===== src/rtl/phf_pkg.sv =====
package phf_pkg;

  typedef enum logic [1:0] {
    PH_IDLE,
    PH_ARMED,
    PH_DIVIDE,
    PH_REPORT
  } phase_e;

  // strobes from control into the datapath
  typedef struct packed {
    logic pedShift;
    logic winClear;
    logic winStep;
    logic candStart;
    logic candAccum;
    logic divIter;
    logic emitHit;
    logic emitNone;
  } ctrl_t;

  // conditions from the datapath back to control
  typedef struct packed {
    logic smpValid;
    logic trigSeen;
    logic over;
    logic crossOk;
    logic lastSmp;
  } stat_t;

endpackage


===== src/rtl/phf_datapath.sv =====
module phf_datapath
  import phf_pkg::*;
#(
  parameter int SAMPLE_W = 12,
  parameter int WIN_W    = 10,
  parameter int FRAC_W   = 6,
  parameter int PED_TAPS = 4
) (
  input  logic                              clk,
  input  logic                              rstN,
  input  logic                              smpValid,
  input  logic [SAMPLE_W-1:0]               smpIn,
  input  logic                              trigIn,
  input  logic [SAMPLE_W-1:0]               cfgThreshold,
  input  logic [SAMPLE_W-1:0]               cfgMinSlope,
  input  logic [WIN_W-1:0]                  cfgWindow,
  input  ctrl_t                             ctrl,
  output stat_t                             stat,
  output logic [SAMPLE_W-1:0]               pedValue,
  output logic                              hitStrobe,
  output logic                              hitValid,
  output logic [WIN_W+FRAC_W-1:0]           hitTime,
  output logic signed [SAMPLE_W+WIN_W:0]    hitIntegral,
  output logic [SAMPLE_W-1:0]               hitPeak,
  output logic                              hitQuality
);
  localparam int SUB_W  = SAMPLE_W + 1;
  localparam int STEP_W = SAMPLE_W + 2;
  localparam int ACC_W  = SUB_W + WIN_W;
  localparam int PED_SH = $clog2(PED_TAPS);
  localparam int PSUM_W = SAMPLE_W + PED_SH;
  localparam logic [WIN_W:0] IDX_ONE = 1;

  logic [SAMPLE_W-1:0]      smpR;
  logic                     vldR, trigR;
  logic [SAMPLE_W-1:0]      pedTap [PED_TAPS-1];
  logic [SAMPLE_W-1:0]      pedR;
  logic [PSUM_W-1:0]        pedSumNext;
  logic signed [SUB_W-1:0]  curSub, prevSub, thrS, peakR;
  logic signed [STEP_W-1:0] curX, prevX, thrX, stepS, numS, slopeMin;
  logic [WIN_W-1:0]         winIdx, timeInt;
  logic signed [ACC_W-1:0]  accR;
  logic                     peakDone;
  logic [STEP_W-1:0]        remR, denR;
  logic [STEP_W:0]          remTwo, remDiff;
  logic                     remGe;
  logic [FRAC_W-1:0]        quoR;

  always_comb begin
    pedSumNext = PSUM_W'(smpR);
    for (int i = 0; i < PED_TAPS - 1; i++) pedSumNext = pedSumNext + PSUM_W'(pedTap[i]);
  end

  assign curSub   = $signed({1'b0, smpR}) - $signed({1'b0, pedR});
  assign thrS     = $signed({1'b0, cfgThreshold});
  assign curX     = {curSub[SUB_W-1], curSub};
  assign prevX    = {prevSub[SUB_W-1], prevSub};
  assign thrX     = $signed({2'b00, cfgThreshold});
  assign slopeMin = $signed({2'b00, cfgMinSlope});
  assign stepS    = curX - prevX;
  assign numS     = thrX - prevX;
  assign remTwo   = {remR, 1'b0};
  assign remDiff  = remTwo - {1'b0, denR};
  assign remGe    = remTwo >= {1'b0, denR};
  assign pedValue = pedR;

  assign stat.smpValid = vldR;
  assign stat.trigSeen = trigR;
  assign stat.over     = curSub > thrS;
  assign stat.crossOk  = (curSub > thrS) && !(prevSub > thrS) && (stepS >= slopeMin);
  assign stat.lastSmp  = ({1'b0, winIdx} + IDX_ONE) >= {1'b0, cfgWindow};

  always_ff @(posedge clk or negedge rstN) begin
    if (!rstN) begin
      smpR <= '0; vldR <= 1'b0; trigR <= 1'b0;
      for (int i = 0; i < PED_TAPS - 1; i++) pedTap[i] <= '0;
      pedR <= '0; prevSub <= '0; winIdx <= '0; timeInt <= '0;
      accR <= '0; peakR <= '0; peakDone <= 1'b0;
      remR <= '0; denR <= '0; quoR <= '0;
      hitStrobe <= 1'b0; hitValid <= 1'b0; hitTime <= '0;
      hitIntegral <= '0; hitPeak <= '0; hitQuality <= 1'b0;
    end else begin
      smpR  <= smpIn;
      vldR  <= smpValid;
      trigR <= trigIn;
      if (vldR) prevSub <= curSub;
      if (ctrl.pedShift) begin
        pedTap[0] <= smpR;
        for (int i = 1; i < PED_TAPS - 1; i++) pedTap[i] <= pedTap[i-1];
        pedR <= pedSumNext[PSUM_W-1:PED_SH];
      end
      if (ctrl.winClear) winIdx <= '0;
      else if (ctrl.winStep) winIdx <= winIdx + WIN_W'(1);
      if (ctrl.candStart) begin
        accR     <= {{WIN_W{curSub[SUB_W-1]}}, curSub};
        peakR    <= curSub;
        peakDone <= 1'b0;
        timeInt  <= winIdx;
        remR     <= numS;
        denR     <= stepS;
        quoR     <= '0;
      end else if (ctrl.candAccum) begin
        accR <= accR + {{WIN_W{curSub[SUB_W-1]}}, curSub};
        if (!peakDone) begin
          if (curSub > peakR) peakR <= curSub;
          else peakDone <= 1'b1;
        end
      end
      if (ctrl.divIter) begin
        remR <= remGe ? remDiff[STEP_W-1:0] : remTwo[STEP_W-1:0];
        quoR <= {quoR[FRAC_W-2:0], remGe};
      end
      hitStrobe <= ctrl.emitHit | ctrl.emitNone;
      if (ctrl.emitHit | ctrl.emitNone) begin
        hitValid    <= ctrl.emitHit;
        hitTime     <= ctrl.emitHit ? {timeInt, quoR} : '0;
        hitIntegral <= ctrl.emitHit ? accR : '0;
        hitPeak     <= ctrl.emitHit ? peakR[SAMPLE_W-1:0] : '0;
        hitQuality  <= ctrl.emitHit & peakDone;
      end
    end
  end

endmodule


===== src/rtl/phf_control.sv =====
module phf_control
  import phf_pkg::*;
#(
  parameter int FRAC_W    = 6,
  parameter int MIN_WIDTH = 5
) (
  input  logic  clk,
  input  logic  rstN,
  input  stat_t stat,
  output ctrl_t ctrl
);
  localparam int CNT_W = $clog2(MIN_WIDTH + 1);
  localparam int DIV_W = $clog2(FRAC_W);

  phase_e           phase, phaseN;
  logic             cand, candN, locked, lockedN;
  logic [CNT_W-1:0] widthCnt, widthN, widthInc;
  logic [DIV_W-1:0] divCnt, divN;

  assign widthInc = widthCnt + CNT_W'(1);

  always_comb begin
    ctrl    = '0;
    phaseN  = phase;
    candN   = cand;
    lockedN = locked;
    widthN  = widthCnt;
    divN    = divCnt;
    case (phase)
      PH_IDLE: begin
        ctrl.pedShift = stat.smpValid & ~stat.trigSeen;
        if (stat.trigSeen) begin
          ctrl.winClear = 1'b1;
          phaseN  = PH_ARMED;
          candN   = 1'b0;
          lockedN = 1'b0;
          widthN  = '0;
        end
      end
      PH_ARMED: begin
        if (stat.smpValid) begin
          ctrl.winStep = 1'b1;
          if (locked) begin
            ctrl.candAccum = 1'b1;
          end else if (cand) begin
            if (stat.over) begin
              ctrl.candAccum = 1'b1;
              widthN = widthInc;
              if (widthInc == CNT_W'(MIN_WIDTH)) begin
                lockedN = 1'b1;
                candN   = 1'b0;
              end
            end else begin
              candN = 1'b0;
            end
          end else if (stat.crossOk) begin
            ctrl.candStart = 1'b1;
            widthN = CNT_W'(1);
            if (MIN_WIDTH <= 1) lockedN = 1'b1;
            else candN = 1'b1;
          end
          if (stat.lastSmp) begin
            phaseN = PH_DIVIDE;
            divN   = '0;
          end
        end
      end
      PH_DIVIDE: begin
        ctrl.divIter = 1'b1;
        divN = divCnt + DIV_W'(1);
        if (divCnt == DIV_W'(FRAC_W - 1)) phaseN = PH_REPORT;
      end
      default: begin
        ctrl.emitHit  = locked;
        ctrl.emitNone = ~locked;
        phaseN = PH_IDLE;
      end
    endcase
  end

  always_ff @(posedge clk or negedge rstN) begin
    if (!rstN) begin
      phase    <= PH_IDLE;
      cand     <= 1'b0;
      locked   <= 1'b0;
      widthCnt <= '0;
      divCnt   <= '0;
    end else begin
      phase    <= phaseN;
      cand     <= candN;
      locked   <= lockedN;
      widthCnt <= widthN;
      divCnt   <= divN;
    end
  end

endmodule


===== src/rtl/pulse_hit_finder.sv =====
module pulse_hit_finder
  import phf_pkg::*;
#(
  parameter int SAMPLE_W  = 12,
  parameter int WIN_W     = 10,
  parameter int FRAC_W    = 6,
  parameter int PED_TAPS  = 4,
  parameter int MIN_WIDTH = 5
) (
  input  logic                           clk,
  input  logic                           rstN,
  input  logic                           sampleValid,
  input  logic [SAMPLE_W-1:0]            sampleIn,
  input  logic                           trigger,
  input  logic [SAMPLE_W-1:0]            cfgThreshold,
  input  logic [SAMPLE_W-1:0]            cfgMinSlope,
  input  logic [WIN_W-1:0]               cfgWindow,
  output logic                           hitStrobe,
  output logic                           hitValid,
  output logic [WIN_W+FRAC_W-1:0]        hitTime,
  output logic signed [SAMPLE_W+WIN_W:0] hitIntegral,
  output logic [SAMPLE_W-1:0]            hitPeak,
  output logic                           hitQuality
);
  ctrl_t               ctrlBus;
  stat_t               statBus;
  logic [SAMPLE_W-1:0] pedValue;

  phf_control #(.FRAC_W(FRAC_W), .MIN_WIDTH(MIN_WIDTH)) u_ctrl (
    .clk(clk), .rstN(rstN), .stat(statBus), .ctrl(ctrlBus)
  );

  phf_datapath #(.SAMPLE_W(SAMPLE_W), .WIN_W(WIN_W), .FRAC_W(FRAC_W), .PED_TAPS(PED_TAPS)) u_dp (
    .clk(clk), .rstN(rstN),
    .smpValid(sampleValid), .smpIn(sampleIn), .trigIn(trigger),
    .cfgThreshold(cfgThreshold), .cfgMinSlope(cfgMinSlope), .cfgWindow(cfgWindow),
    .ctrl(ctrlBus), .stat(statBus), .pedValue(pedValue),
    .hitStrobe(hitStrobe), .hitValid(hitValid), .hitTime(hitTime),
    .hitIntegral(hitIntegral), .hitPeak(hitPeak), .hitQuality(hitQuality)
  );

endmodule


===== config.mk =====
export PLATFORM = sky130hd
export DESIGN_NAME = pulse_hit_finder
export DESIGN_NICKNAME = d
export VERILOG_FILES = /design/src/rtl/phf_pkg.sv /design/src/rtl/phf_datapath.sv /design/src/rtl/phf_control.sv /design/src/rtl/pulse_hit_finder.sv
export SDC_FILE = /design/constraint.sdc
export NUM_CORES = 1
export LEC_CHECK = 0
export BUFFER_PORTS_ARGS = -buffer_cell sky130_fd_sc_hd__buf_2
export CAP_MARGIN = 20
export CORE_UTILIZATION = 55
export CTS_CLUSTER_SIZE = 28
export DETAILED_ROUTE_END_ITERATION = 10
export GPL_ROUTABILITY_DRIVEN = 0
export GPL_TIMING_DRIVEN = 0
export PLACE_DENSITY = 0.74
export SETUP_SLACK_MARGIN = 0.2
export SLEW_MARGIN = 0
export SYNTH_ARGS = -nofsm -noshare
export SYNTH_HDL_FRONTEND = slang
export SYNTH_SLANG_ARGS = --single-unit

===== constraint.sdc =====
create_clock -name clk -period 6.3 [get_ports clk]
set_input_delay 0.63 -clock clk [delete_from_list [all_inputs] [get_ports clk]]
set_output_delay 0.63 -clock clk [all_outputs]
set_load 0.005 [all_outputs]

# Word-level counts from Yosys, hierarchy flattened
# Cells that the tools add are included.
# totals
register_bits	230
input_bits	50
out_inout_bits	54
word_cells	139
# op_classes
add_sub_neg	12
order_cmp	6
n_eq_ne	12
mux	60
bitwise	5
reduce_logical	17
# ops
operator	count
$mux W23	3
$mux W13	4
$mux W14	3
$gt A13 B13 Y1	3
$mux W3	10
$add A14 B12 Y14	2
$sub A13 B13 Y14	2
$add A23 B23 Y23	1
$mux W1	23
$mux W10	2
$mux W16	1
$ge A15 B14 Y1	1
$ge A14 B13 Y1	1
$sub A14 B14 Y14	1
$add A12 B12 Y13	1
$sub A12 B12 Y13	1
$mux W12	1
$mux W2	6
$mux W6	2
$pmux W3 S2	2
$reduce_bool A2 Y1	6
$add A10 B1 Y11 const B	1
$ge A11 B10 Y1	1
$add A10 B1 Y10 const B	1
20 further kinds	33

# Longest topological paths before layout
# Gate-level depths: netlist (run 1).
# logic_depth
word_depth	11
mapped_depth	26
ltp_nobuf	24

# Modules after synthesis
# From an unflattened synthesis (run 1), not the netlist that was laid out.
# unflattened
cells_unflattened	1562
area_unflattened_um2	15020.7
# modules_own_cells
module	instances	cells_per_inst	area_per_inst_um2	seq_area_each_um2
phf_datapath	1	1482	14288.7	5505.3
phf_control	1	80	732.0	250.2

# Least setup slack after synthesis (run 1)
# Ideal clock, no wire load.
# synth_timing
path_type	register to register
startpoint	register u_dp.smpR[0]
endpoint	register u_dp.peakR[12]
setup_ps	125
arrival_time_ps	5041
t_required_ps	6175
slack_ps	1133
path_stages_with_launch	26
path_buffers	2
period_less_slack_ps	5167
cell_sequence	dfrtp_1 inv_1 ha_1 inv_1 fa_1 a21oi_1 nor2_1 or3_1 a21o_1 a21oi_1 xnor2_1 ha_1 a21oi_1 nor2b_1 a311o_1 a21oi_1 xnor2_1 ha_1 nand4_1 a211oi_1 a211oi_1 a211o_1 buf_6 a21boi_4 buf_8 mux2_4
# synth_between
elab_chain_cells	11
elab_cells_between_ends	23
classes_between	2 x add/sub; 3 x order compare; 1 x eq/ne; 12 x mux; 5 x reduce/logical
# synth_lines
item	line_no	rtl
from (decl)	phf_datapath.sv:34	logic [SAMPLE_W-1:0] smpR;
from (signal assigned)	phf_datapath.sv:83	smpR <= smpIn;
$sub A12 B12 Y13 *	phf_datapath.sv:54	assign curSub = $signed({1'b0, smpR}) - $signed({1'b0, pedR});
via u_dp.curSub[8]	phf_datapath.sv:39	logic signed [SUB_W-1:0] curSub, prevSub, thrS, peakR;
$sub A13 B13 Y14 *	phf_datapath.sv:60	assign stepS = curX - prevX;
via u_dp.stepS[11]	phf_datapath.sv:40	logic signed [STEP_W-1:0] curX, prevX, thrX, stepS, numS, slopeMin;
$ge A14 B13 Y1 *	phf_datapath.sv:70	assign stat.crossOk = (curSub > thrS) && !(prevSub > thrS) && (stepS >= slopeMin);
$logic_and A1 B1 Y1 *	phf_datapath.sv:70	
$mux W1 *	--	
$mux W1 *	phf_control.sv:45	end else if (cand) begin
$mux W1 *	phf_control.sv:43	if (locked) begin
$mux W3 *	phf_control.sv:41	if (stat.smpValid) begin
$mux W3 *	phf_control.sv:29	case (phase)
$ne A2 B2 Y1 (no source line) or $reduce_bool A2 Y1 (tied branches)	--	
$reduce_and A3 Y1 (no source line)	--	
to (signal assigned)	phf_datapath.sv:96	peakR <= curSub;
to (signal assigned)	phf_datapath.sv:105	if (curSub > peakR) peakR <= curSub;
to (decl)	phf_datapath.sv:39	
# Mark *: on every way through the listed nets, which the timed path passes. The rest lies on a longest branch. The select of a mux whose other input is x is not followed.
# A chain may end at the register's enable or synchronous reset.

# Worst setup path in the final report (run 1)
# layout_timing
startpoint	register u_dp.smpR[0]
endpoint	register u_dp.peakR[7]
# Same word-level chain as after synthesis.

==> results.py, run 1 <==
metrics = {
    "clocking": {
        "cts.path.max_buffers": 3,
        "numCtsBuffers": 26,
        "path_clk_slew_ps": 60,
        "cts.sinks": 230,
        "clkLatencyLatePin_ps": 530,
        "cts.root.buffer_cell": "clkbuf_16",
        "htreeDepth": 1,
        "cts_tree": "yes",
    },
    "die": {
        "dieHeight_um": 167,
        "pin_count": 104,
        "rows": 59,
        "die_area_um2": 27700,
        "die_w_um": 167,
        "start_util": 0.567,
        "core_um2": 26300,
    },
    "final_layout": {
        "diodes": 0,
        "layoutNonFillerInstCount": 2043,
        "drive_gt1_frac": 0.151,
        "num-nets-final": 1912,
        "area_growth_pct": 13.8,
    },
    "timing": {
        "fmax_mhz": 170,
        "period_share": 0.936,
        "relSlewSlack": 0.213,
        "setup_viol_count_final": 0,
        "hold_viol": 0,
        "slew_viol_final": 0,
        "tightest_slew_ps": 1170,
        "skew_ps": 12.9,
        "rsz0062_at_grt": "no",
        "finalCriticalPeriod_ps": 5900,
    },
    "routing": {
        "drtIter0Drc": 720,
        "dr.pass1.iters": 8,
        "wirelength_um": 35400,
        "wl_per_cell_um": 17.3,
        "antenna_left": 0,
        "viasPerCell": 5.76,
        "drc": 7,
        "num_vias": 11800,
    },
    "synth": {
        "ys_top_cells_by_area": "dfrtp_1 39%, ha_1 13%, inv_1 4.3%",
        "syn_inst": 1551,
        "ys_seq_area_frac": 0.386,
        "yosysTopAreaCellShare": 0.386,
        "synth_most_common_cell": "dfrtp_1",
        "synth_ff_type": "dfrtp_1",
        "syn-cell-area_um2": 14900,
        "ys_types": 68,
        "avgSynthCellArea_um2": 9.60,
        "async_flop_share": 1.00,
        "synth_top_cells_by_count": "230 x dfrtp_1, 172 x inv_1, 154 x ha_1",
        "synth_top_area_cell": "dfrtp_1",
        "synth_edf_count": 0,
        "synth_seq_cells": 230,
        "synth.yosys.warnings": 0,
        "syn-num-nets": 1773,
    },
    "grt": {
        "antenna_found_initial": 0,
        "grtUsageTotal": 0.258,
        "grt_first_pass_wirelength_um": 57500,
        "grt_max_degree": 122,
        "grt_pass1_vias": 11600,
        "overflow": 0,
    },
    "run_status": {
        "violations": "design-rule violations",
        "status": "finished, violations left",
    },
    "worst_setup_path": {
        "cp.required_ps": 6710,
        "startpoint_type": "flop",
        "worst_ep_arrival_time_ps": 6300,
        "setup.worst_path.end_class": "flop",
        "critPathMaxFanout": 10,
        "criticalPathCategory": "flop to flop",
    },
    "run": {
        "maxCapViolCount": 0,
    },
    "placement": {
        "place_inst": 1990,
        "place_hpwl_um": 26900,
        "io_buffers": 103,
    },
    "worst_hold_path": {
        "hp-class": "input pin to async pin",
    },
}
## state kept, by name (all words and copies together) (netlist names), 2 cells and up
register,count
u_ctrl.phase,2
u_dp.hitPeak,12
u_dp.timeInt,10
u_dp.quoR,6
u_dp.pedTap,36
u_dp.pedValue,12
u_dp.peakR,13
u_dp.hitIntegral,23
u_ctrl.divCnt,3
u_dp.accR,23
u_dp.smpR,12
u_dp.hitTime,16
u_dp.denR,14
u_dp.prevSub,13
u_dp.remR,14
u_dp.winIdx,10
u_ctrl.widthCnt,3
## per-layer routing
metal / wire (µm) / GRT usage / part of all wire
met1: 15400 / 0.332 / 0.43
met2: 16800 / 0.442 / 0.47
met3: 2020 / 0.0371 / 0.057
met4: 1220 / 0.0962 / 0.034
met5: 0 / 0 / 0
## through the flow
stage | setup TNS [ps] | hold WS, ps | worst slack, ps | utilization | cell area [µm²]
after global routing | 0 | 189 | 169 | 0.645 | 16900
after global placement | -3400 | 459 | -162 | 0.602 | 15800
after detailed placement | -10270 | 466 | -274 | 0.604 | 15900
final | 0 | 165 | 404 | 0.645 | 16900
after CTS | 0 | 187 | 230 | 0.640 | 16800
after floorplan | 0 | 334 | 1130 | - | 14900
## layout make-up
cell class,instances,area (µm²)
Buffer,48,223
Clock buffer,38,787
Clock inverter,8,140
Fill cell,2112,9340
Inverter,173,649
Multi-Input combinational cell,1100,8360
Sequential cell,230,5760
Tap cell,335,419
Timing Repair Buffer,111,606
## kinds of logic after synthesis
kind of cell	synth area share
compound gates	0.185
xor+xnor	0.0441
flops	0.386
mux	0.0614
fa+ha+maj	0.154
buf+inv	0.0586
simple gates	0.111
## cells in the final DEF, fill, tap and decap left out, drive strengths merged, types with 13 or more instances in the layout
cell type	count
ha	154
nor2	93
mux2	59
xor2	27
nand2	126
o21ai	115
and2	14
nand3	24
xnor2	48
nor2b	25
nand2b	13
o31ai	14
dfrtp	230
mux2i	22
nor3	15
clkbuf	67
o21a	19
a21oi	96
a21o	20
inv	173
fa	18
a211oi	19
a22o	53
buf	130
## critical path, cell delays in order, from the launching register on
cell,delay (ps)
dfrtp_1,380
inv_1,90
ha_1,170
inv_1,50
fa_1,390
a21oi_1,220
nor2_1,110
or3_1,410
a21o_1,250
a21oi_4,220
xnor2_4,190
ha_4,270
a21oi_1,180
nor2b_1,70
a311o_1,360
a21oi_1,190
xnor2_1,190
ha_1,300
nand4_1,120
a211oi_1,70
a211oi_2,410
a211o_1,210
buf_6,130
a21boi_4,260
buf_8,200
mux2_4,310
## path summary, 6_finish.rpt
check / startpoint / end / slack (ps) / cells past startpoint
max in group asynchronous: rstN / u_dp.pedTap[7]$_DFFE_PN0P_ / 5010 / 2
max: u_dp.smpR[0]$_DFF_PN0_ / u_dp.peakR[7]$_DFFE_PN0P_ / 400 / 25
min: rstN / u_dp.hitTime[1]$_DFFE_PN0P_ / 160 / 1
min reg2reg: u_dp.pedValue[5]$_DFFE_PN0P_ / u_dp.pedValue[5]$_DFFE_PN0P_ / 470 / 2
min in group clk: sampleIn[10] / u_dp.smpR[10]$_DFF_PN0_ / 200 / 1
max reg2reg: u_dp.smpR[0]$_DFF_PN0_ / u_dp.peakR[7]$_DFFE_PN0P_ / 400 / 25
## repair_timing
action | CTS | global route
pin swaps | 0 | 2
endpoints found under the setup margin | 83 | 75
setup buffers | 0 | 6
hold buffers | 0 | 0
gates resized for setup | 5 | 7
Power of run 1 is not shown: default switching activity piles up to over one toggle a cycle in this logic, so the estimate is an artifact.
==> inputs of run 2 (changes only) <==
--- a/config.mk
+++ b/config.mk
@@ -7,12 +7,12 @@
 export LEC_CHECK = 0
 export BUFFER_PORTS_ARGS = -buffer_cell sky130_fd_sc_hd__buf_2
 export CAP_MARGIN = 20
-export CORE_UTILIZATION = 55
+export CORE_UTILIZATION = 60
 export CTS_CLUSTER_SIZE = 28
 export DETAILED_ROUTE_END_ITERATION = 10
 export GPL_ROUTABILITY_DRIVEN = 0
 export GPL_TIMING_DRIVEN = 0
-export PLACE_DENSITY = 0.74
+export PLACE_DENSITY = 0.79
 export SETUP_SLACK_MARGIN = 0.2
 export SLEW_MARGIN = 0
 export SYNTH_ARGS = -nofsm -noshare
==> run 2 against run 1 <==
Against the previous run: the flow now finishes without violations; hold slack improved by 33 ps; die area decreased by 8.2%; core utilization increased by 5.1 points; first-iteration DRC count increased by 0.56%; global-route usage increased by 3.1 points; count of clock-buffer cells in the layout decreased by 2; largest cell class unchanged; cell area decreased by 0.14%; setup slack improved by 36 ps; critical path depth unchanged; clock skew increased by 5.7 ps.
==> results.py, run 2 (synthesized netlist as in run 1, its figures left out) <==
metrics = {
    "timing": {
        "slew_viol_final": 0,
        "hold_viol": 0,
        "setup_viol_count_final": 0,
        "tightest_slew_ps": 1210,
        "relSlewSlack": 0.185,
        "fin_setup_tns_ps": 0,
        "fmax_mhz": 171,
        "period_share": 0.930,
        "rsz0062_at_grt": "no",
        "skew_ps": 18.7,
        "worst_slack_ps": 440,
        "finalCriticalPeriod_ps": 5860,
    },
    "routing": {
        "drtIter0Drc": 724,
        "viasPerCell": 5.83,
        "antenna_left": 0,
        "wl_per_cell_um": 17.6,
        "dr.pass1.iters": 5,
        "drc": 0,
        "num_vias": 11900,
        "wirelength_um": 35800,
    },
    "die": {
        "pin_count": 104,
        "die_area_um2": 25500,
        "die_w_um": 160,
        "start_util": 0.612,
        "dieHeight_um": 160,
        "core_um2": 24300,
        "rows": 57,
    },
    "worst_setup_path": {
        "critPathMaxFanout": 10,
        "worst_ep_arrival_time_ps": 6270,
        "cp.required_ps": 6710,
        "startpoint_type": "flop",
        "criticalPathCategory": "flop to flop",
        "rrSetupSlack_ps": 440,
        "setup.worst_path.end_class": "flop",
    },
    "clocking": {
        "cts_tree": "yes",
        "htreeDepth": 1,
        "clkLatencyLatePin_ps": 540,
        "cts.path.max_buffers": 3,
        "cts.sinks": 230,
        "path_clk_slew_ps": 60,
        "cts.root.buffer_cell": "clkbuf_16",
        "numCtsBuffers": 26,
    },
    "final_layout": {
        "largest_reg_flops": 36,
        "mostFrequentLayoutCells": "230 x dfrtp_1, 172 x inv_1, 153 x ha_1",
        "diodes": 0,
        "area_growth_pct": 13.6,
        "final_cell_area_um2": 16900,
        "top_regs": "u_dp.pedTap x36, u_dp.accR x23, u_dp.hitIntegral x23",
        "drive_gt1_frac": 0.149,
        "num-nets-final": 1914,
        "final_common_cell": "dfrtp_1",
        "top_register": "u_dp.pedTap",
        "fillCellCount": 1833,
    },
    "placement": {
        "dpl_cell_area_um2": 15900,
        "place_ws_ps": -208,
        "place_hpwl_um": 26700,
        "io_buffers": 103,
    },
    "run_status": {
        "status": "complete, no violations",
    },
    "worst_hold_path": {
        "hp-class": "input pin to flop",
    },
    "grt": {
        "grt_max_degree": 118,
        "grtUsageTotal": 0.289,
        "antenna_found_initial": 0,
        "grt_first_pass_wirelength_um": 59300,
        "overflow": 0,
        "grt_pass1_vias": 11900,
    },
    "run": {
        "maxCapViolCount": 0,
    },
}
-- run 2: routing by layer --
metal / GRT usage / share of wire / vias to the layer above / wire (µm)
met3: 0.0427 / 0.056 / 89 / 2020
met1: 0.371 / 0.43 / 5703 / 15400
li1: - / - / 5713 / -
met4: 0.112 / 0.038 / 0 / 1370
met5: 0 / 0 / - / 0
met2: 0.492 / 0.48 / 346 / 17100
-- run 2: final timing paths --
| check | startpoint | end | depth (start not counted) |
|---|---|---|---|
| worst max-delay path | u_dp.smpR[0]$_DFF_PN0_ | u_dp.peakR[10]$_DFFE_PN0P_ | 25 |
| max in group asynchronous | rstN | u_ctrl.widthCnt[2]$_DFFE_PN0P_ | 4 |
| worst min register to register | u_dp.pedValue[8]$_DFFE_PN0P_ | u_dp.pedValue[8]$_DFFE_PN0P_ | 2 |
| worst min-delay path | sampleIn[2] | u_dp.smpR[2]$_DFF_PN0_ | 1 |
| min in group asynchronous | rstN | u_dp.remR[4]$_DFFE_PN0P_ | 2 |
| worst max register to register | u_dp.smpR[0]$_DFF_PN0_ | u_dp.peakR[10]$_DFFE_PN0P_ | 25 |
-- run 2: critical path, cell delays in order (launching register included) --
cell	delay, ps
dfrtp_1	390
inv_1	80
ha_1	160
inv_1	50
fa_1	420
a21oi_2	190
nor2_1	100
or3_1	430
a21o_1	230
a21oi_2	250
xnor2_4	220
ha_4	270
a21oi_1	150
nor2b_1	70
a311o_1	350
a21oi_1	190
xnor2_1	180
ha_1	300
nand4_1	100
a211oi_1	60
a211oi_2	420
a211o_1	220
buf_6	130
a21boi_4	270
buf_8	210
mux2_4	310
-- run 2: through the flow --
| step | utilization | hold WS (ps) | cells |
|---|---|---|---|
| floorplan | - | 334 | 1551 |
| global placement | 0.650 | 459 | 1978 |
| detailed placement | 0.653 | 434 | 1980 |
| CTS | 0.691 | 189 | 2025 |
| global route | 0.696 | 183 | 2032 |
| finish | 0.696 | 198 | 2032 |
-- run 2: cell type report --
cell class              count  area (µm²)  share of cell area
well taps                 324         405              0.0240
clock buffers              36         749              0.0443
repair buffers            113         643              0.0380
multi-input cells        1100        8340               0.493
flip-flops and latches    230        5760               0.340
clock inverters             8         146             0.00865
inverters                 173         649              0.0384
plain buffers              48         225              0.0133
-- run 2: repair_timing --
action                                 in CTS  in global routing
hold buffers                                1                  0
buffers inserted                            0                  6
endpoints found under the hold margin       8                  0
resized for setup                           3                  8
setup endpoints to repair                  81                 82
pin swaps                                   0                  2
Power of run 2 is left out for the same reason.
